`src/rtl/shadow_count_gate.sv`:
```
module shadow_count_gate #(
  parameter int WIDTH       = 16,
  parameter int SYNC_STAGES = 2
) (
  input  logic             clk,
  input  logic             rst_n,
  input  logic             count_en,
  input  logic             sda_in,
  input  logic             scl_in,
  output logic [WIDTH-1:0] shadow_q,
  output logic             busy
);

  logic [WIDTH-1:0]       count_q;
  logic [SYNC_STAGES-1:0] sda_sync, scl_sync;
  logic                   sda_last, scl_last;
  logic                   sda_now, scl_now;
  logic                   start_seen, stop_seen, refresh;

  assign sda_now    = sda_sync[SYNC_STAGES-1];
  assign scl_now    = scl_sync[SYNC_STAGES-1];
  assign start_seen = scl_now & scl_last &  sda_last & ~sda_now;
  assign stop_seen  = scl_now & scl_last & ~sda_last &  sda_now;
  assign refresh    = ~busy & ~start_seen;

  generate
    if (SYNC_STAGES == 1) begin : g_sync1
      always_ff @(posedge clk) begin
        if (!rst_n) begin
          sda_sync <= '1;
          scl_sync <= '1;
        end else begin
          sda_sync <= sda_in;
          scl_sync <= scl_in;
        end
      end
    end else begin : g_syncn
      always_ff @(posedge clk) begin
        if (!rst_n) begin
          sda_sync <= '1;
          scl_sync <= '1;
        end else begin
          sda_sync <= {sda_sync[SYNC_STAGES-2:0], sda_in};
          scl_sync <= {scl_sync[SYNC_STAGES-2:0], scl_in};
        end
      end
    end
  endgenerate

  always_ff @(posedge clk) begin
    if (!rst_n) begin
      sda_last <= 1'b1;
      scl_last <= 1'b1;
      busy     <= 1'b0;
    end else begin
      sda_last <= sda_now;
      scl_last <= scl_now;
      if (start_seen)     busy <= 1'b1;
      else if (stop_seen) busy <= 1'b0;
    end
  end

  always_ff @(posedge clk) begin
    if (!rst_n) begin
      count_q  <= '0;
      shadow_q <= '0;
    end else begin
      if (count_en) count_q  <= count_q + 1'b1;
      if (refresh)  shadow_q <= count_q;
    end
  end


  count_step_chk: assert property (@(posedge clk) disable iff (!rst_n)
    count_en |=> count_q == $past(count_q) + 1'b1);


  count_hold_chk: assert property (@(posedge clk) disable iff (!rst_n)
    !count_en |=> $stable(count_q));


  start_sets_chk: assert property (@(posedge clk) disable iff (!rst_n)
    start_seen |=> busy);


  freeze_hold_chk: assert property (@(posedge clk) disable iff (!rst_n)
    busy |=> $stable(shadow_q));


  stop_clears_chk: assert property (@(posedge clk) disable iff (!rst_n)
    stop_seen |=> !busy);


  rpt_start_chk: assert property (@(posedge clk) disable iff (!rst_n)
    busy && !stop_seen |=> busy);


  busy_steady_chk: assert property (@(posedge clk) disable iff (!rst_n)
    !start_seen && !stop_seen |=> $stable(busy));


  idle_track_chk: assert property (@(posedge clk) disable iff (!rst_n)
    !busy && !start_seen |=> shadow_q == $past(count_q));

endmodule

```
`config.mk`:
```
export PLATFORM = sky130hd
export DESIGN_NAME = shadow_count_gate
export DESIGN_NICKNAME = d
export VERILOG_FILES = /design/src/rtl/shadow_count_gate.sv
export SDC_FILE = /design/constraint.sdc
export NUM_CORES = 1
export LEC_CHECK = 0
export ABC_AREA = 1
export BUFFER_PORTS_ARGS = -buffer_cell sky130_fd_sc_hd__buf_4
export CAP_MARGIN = 10
export CORE_UTILIZATION = 25
export DETAILED_ROUTE_END_ITERATION = 6
export PLACE_DENSITY_LB_ADDON = 0.2
export SLEW_MARGIN = 20
export SYNTH_ARGS = -nofsm -noshare
export SYNTH_HDL_FRONTEND = slang
export SYNTH_SLANG_ARGS = --single-unit
```
`constraint.sdc`:
```
create_clock -name clk -period 2.9 [get_ports clk]
set_input_delay 0.29 -clock clk [delete_from_list [all_inputs] [get_ports clk]]
set_output_delay 0.29 -clock clk [all_outputs]
set_load 0.01 [all_outputs]
```
==> metrics.txt <==
Worst-path clk slew=0.08 ns; launching element type of the critical path=register; I/O Pins=22; number of buffers inserted by port buffering=21; Power Dens Cells=624 nW/um^2; final worst hold slack=0.179 ns; global-route wire length before repair=5420 um; clock insertion delay at the later pin of the skew report=0.29 ns; overall routing resource usage=11.4%; Final Net Count=224; DP Area=1760 um^2; run status=completed; ordered cell list for the critical path=ha_1 > nand3_1 > nor2_4 > nand3_1 > nand2_1 > nand2_1 > nor2_1; number of clock sinks seen by CTS=39; CP endpoint kind=register; leakage power=0.808 nW; Crit path buffers/inverters=0; DIE HEIGHT=80.4 um; vias per inst=4.15; worst rel slew slack=79.5%; final worst setup slack=1.54 ns; maximum buffer depth of the clock tree=2; max-slew violation count=0; Placer Congestion=0.677; Worst-Margin Slew=0.307 ns; data arrival time of the critical path=1.60 ns; synthesized flop and latch total=39; proportion of layout cells with a drive suffix above 1=19.6%; leftover overflow at the end of global routing=0; startpoint of the worst hold path=sda_in; antenna fix cells=0; number of global-route vias before repair=1,112; post-detail-place hpwl=2210 um; DRT Wirelength=3210 um; most numerous cell in the Yosys netlist=sky130_fd_sc_hd__nor2_1; sequential element share of the synthesized area=50.8%; number of placement rows=28; area leader, netlist=sky130_fd_sc_hd__dfxtp_1; Tmin final=1.36 ns; worst setup path startpoint=count_q[0]; Setup CP Type=register to register; Fin. Hold Viols=0; aggregate negative setup slack=0 ns; period utilisation layout=46.9%; antenna violations before repair=0; maximum achievable frequency=736 MHz; number of distinct library cell variants in the gate-level netlist after synthesis=25; cell count after synthesis=196; root cell of the clock tree=sky130_fd_sc_hd__clkbuf_8; Hold-fix buffers, CTS=0; worst hold path cell count=2; worst-case vdd ir drop=0.000233 V; Synth Flop Type=sky130_fd_sc_hd__dfxtp_1; biggest area contributors in the synthesized netlist=sky130_fd_sc_hd__dfxtp_1 51%, sky130_fd_sc_hd__nor2_1 11%, sky130_fd_sc_hd__o21ai_0 6.2%; Total Power Consumption=1.18 mW; data required time of the critical path=3.14 ns; reg2reg end=count_q[14]; cell area after synthesis=1540 um^2; post-synthesis average cell area=7.85 um^2; DR pass1 iterations=4; Syn-to-layout area delta=23.1%; Setup Skew=0.00637 ns; detailed router's first-iteration violation count=35; cell depth of the worst setup path=7; final setup vio count=0; count of flip-flops with a built-in enable after synthesis=0; ranking of synthesized cells by instance count=45 x sky130_fd_sc_hd__nor2_1, 39 x sky130_fd_sc_hd__dfxtp_1, 25 x sky130_fd_sc_hd__nand2_1, 19 x sky130_fd_sc_hd__o21ai_0, 13 x sky130_fd_sc_hd__inv_1; maximum fanout along the worst path=6; Hold Crit Class=input port to register; max-cap viol count=0; Core Region=5920 um^2; die extent in x=80.4 um; cts bufs inserted=5; setup slack of the worst register-to-register path=1.54 ns; worst setup slack after placement=1.54 ns; CP delay by family, top=simple AND/OR/NAND/NOR gates; Die ar.=6470 um^2; crit path to=count_q[14]; slowest CP cell=sky130_fd_sc_hd__dfxtp_1; RSZ-0062 raised after global routing=false; wire length per cell after detailed routing=10.9 um; largest net degree at the start of global routing=31; top cell type's share of synthesized area=50.8%; H-tree depth=2; via count=1,221; async set-or-reset flop fraction in the synthesized netlist=0%; total nets after synthesis=202; Yosys warning total=0; Crit Reg-Reg Startpoint=count_q[0]; CTS tree=done; number of resized instances in the post-cts repair step=0; Largest stage delay, worst path=0.43 ns; depth of the worst register-to-register path=7; Starting Density=26.0%; Non-Filler Cell Area, Final=1890 um^2; number of remaining DRC errors=0; number of nets with antenna violations after routing=0; number of buffers added for setup after CTS=0
final cells by class:
class,instances,area [um^2]
timing repair buffer,22,165
sequential,39,781
clock buffer,6,72.6
inverter,13,48.8
multi-input combinational,137,672
clock inverter,2,60.1
tap,75,93.8
fill,628,4030
where the power goes:
part	leakage (nW)	internal (mW)	switching [mW]	total [mW]
logic	0.424	0.0365	0.0480	0.0845
registers	0.318	0.555	0.0116	0.566
clock network	0.0654	0.344	0.186	0.530
metrics by stage:
stage                     utilization (%)  std cells
after floorplan                         -        196
after global placement               29.7        286
after detailed placement             29.7        286
after CTS                            32.0        294
after global routing                 32.0        294
final                                32.0        294
cells in the final DEF (no fill, tap or decap):
cell	instances
sky130_fd_sc_hd__a21oi_1	11
sky130_fd_sc_hd__a31oi_1	2
sky130_fd_sc_hd__and3_2	1
sky130_fd_sc_hd__buf_4	22
sky130_fd_sc_hd__bufinv_16	2
sky130_fd_sc_hd__clkbuf_1	1
sky130_fd_sc_hd__clkbuf_8	5
sky130_fd_sc_hd__dfxtp_1	39
sky130_fd_sc_hd__ha_1	1
sky130_fd_sc_hd__inv_1	13
sky130_fd_sc_hd__nand2_1	25
sky130_fd_sc_hd__nand2_2	2
sky130_fd_sc_hd__nand2_4	1
sky130_fd_sc_hd__nand3_1	10
sky130_fd_sc_hd__nand4_1	2
sky130_fd_sc_hd__nor2_1	45
sky130_fd_sc_hd__nor2_2	2
sky130_fd_sc_hd__nor2_4	2
sky130_fd_sc_hd__nor2_8	1
sky130_fd_sc_hd__nor3_1	4
sky130_fd_sc_hd__o21ai_0	19
sky130_fd_sc_hd__o31ai_1	1
sky130_fd_sc_hd__or2_2	5
sky130_fd_sc_hd__xnor2_1	1
sky130_fd_sc_hd__xor2_1	2
how the worst min path moves through the flow:
stage / end
2_1_floorplan: scl_sync[1]
3_3_place_gp: sda_sync[1]
3_5_place_dp: sda_sync[1]
4_1_cts: sda_sync[0]
5_1_grt: scl_sync[0]
6_report: sda_sync[0]
kinds of logic (layout without fill, tap and decap cells):
| group | after synthesis | count (layout) | synth area share [%] |
|---|---|---|---|
| AOI/OAI and AO/OA | 33 | 33 | 11.1 |
| xor gates and xnor gates | 3 | 3 | 1.71 |
| adders and majority gates | 1 | 1 | 0.814 |
| buffers and inverters | 20 | 43 | 5.53 |
| DFF | 39 | 39 | 50.8 |
| and+or+nand+nor | 100 | 100 | 30.1 |
per-layer routing:
metal	global-route usage [%]	routed length (um)	up-vias
met3	3.64	150	4
met1	15.7	1710	521
met2	15.8	1300	27
met4	4.82	53	0
met5	0	0	-
li1	-	-	669
registers in the layout, indices dropped and copies added (netlist names):
name      cells
sda_sync      2
sda_last      1
scl_sync      2
scl_last      1
shadow_q     16
busy          1
count_q      16
worst register-to-register path, cell delays in order (launching register included):
cell	delay, ns
sky130_fd_sc_hd__dfxtp_1	0.43
sky130_fd_sc_hd__ha_1	0.22
sky130_fd_sc_hd__nand3_1	0.14
sky130_fd_sc_hd__nor2_4	0.18
sky130_fd_sc_hd__nand3_1	0.13
sky130_fd_sc_hd__nand2_1	0.08
sky130_fd_sc_hd__nand2_1	0.05
sky130_fd_sc_hd__nor2_1	0.08
Note: power is estimated with default switching activity, not from simulation.
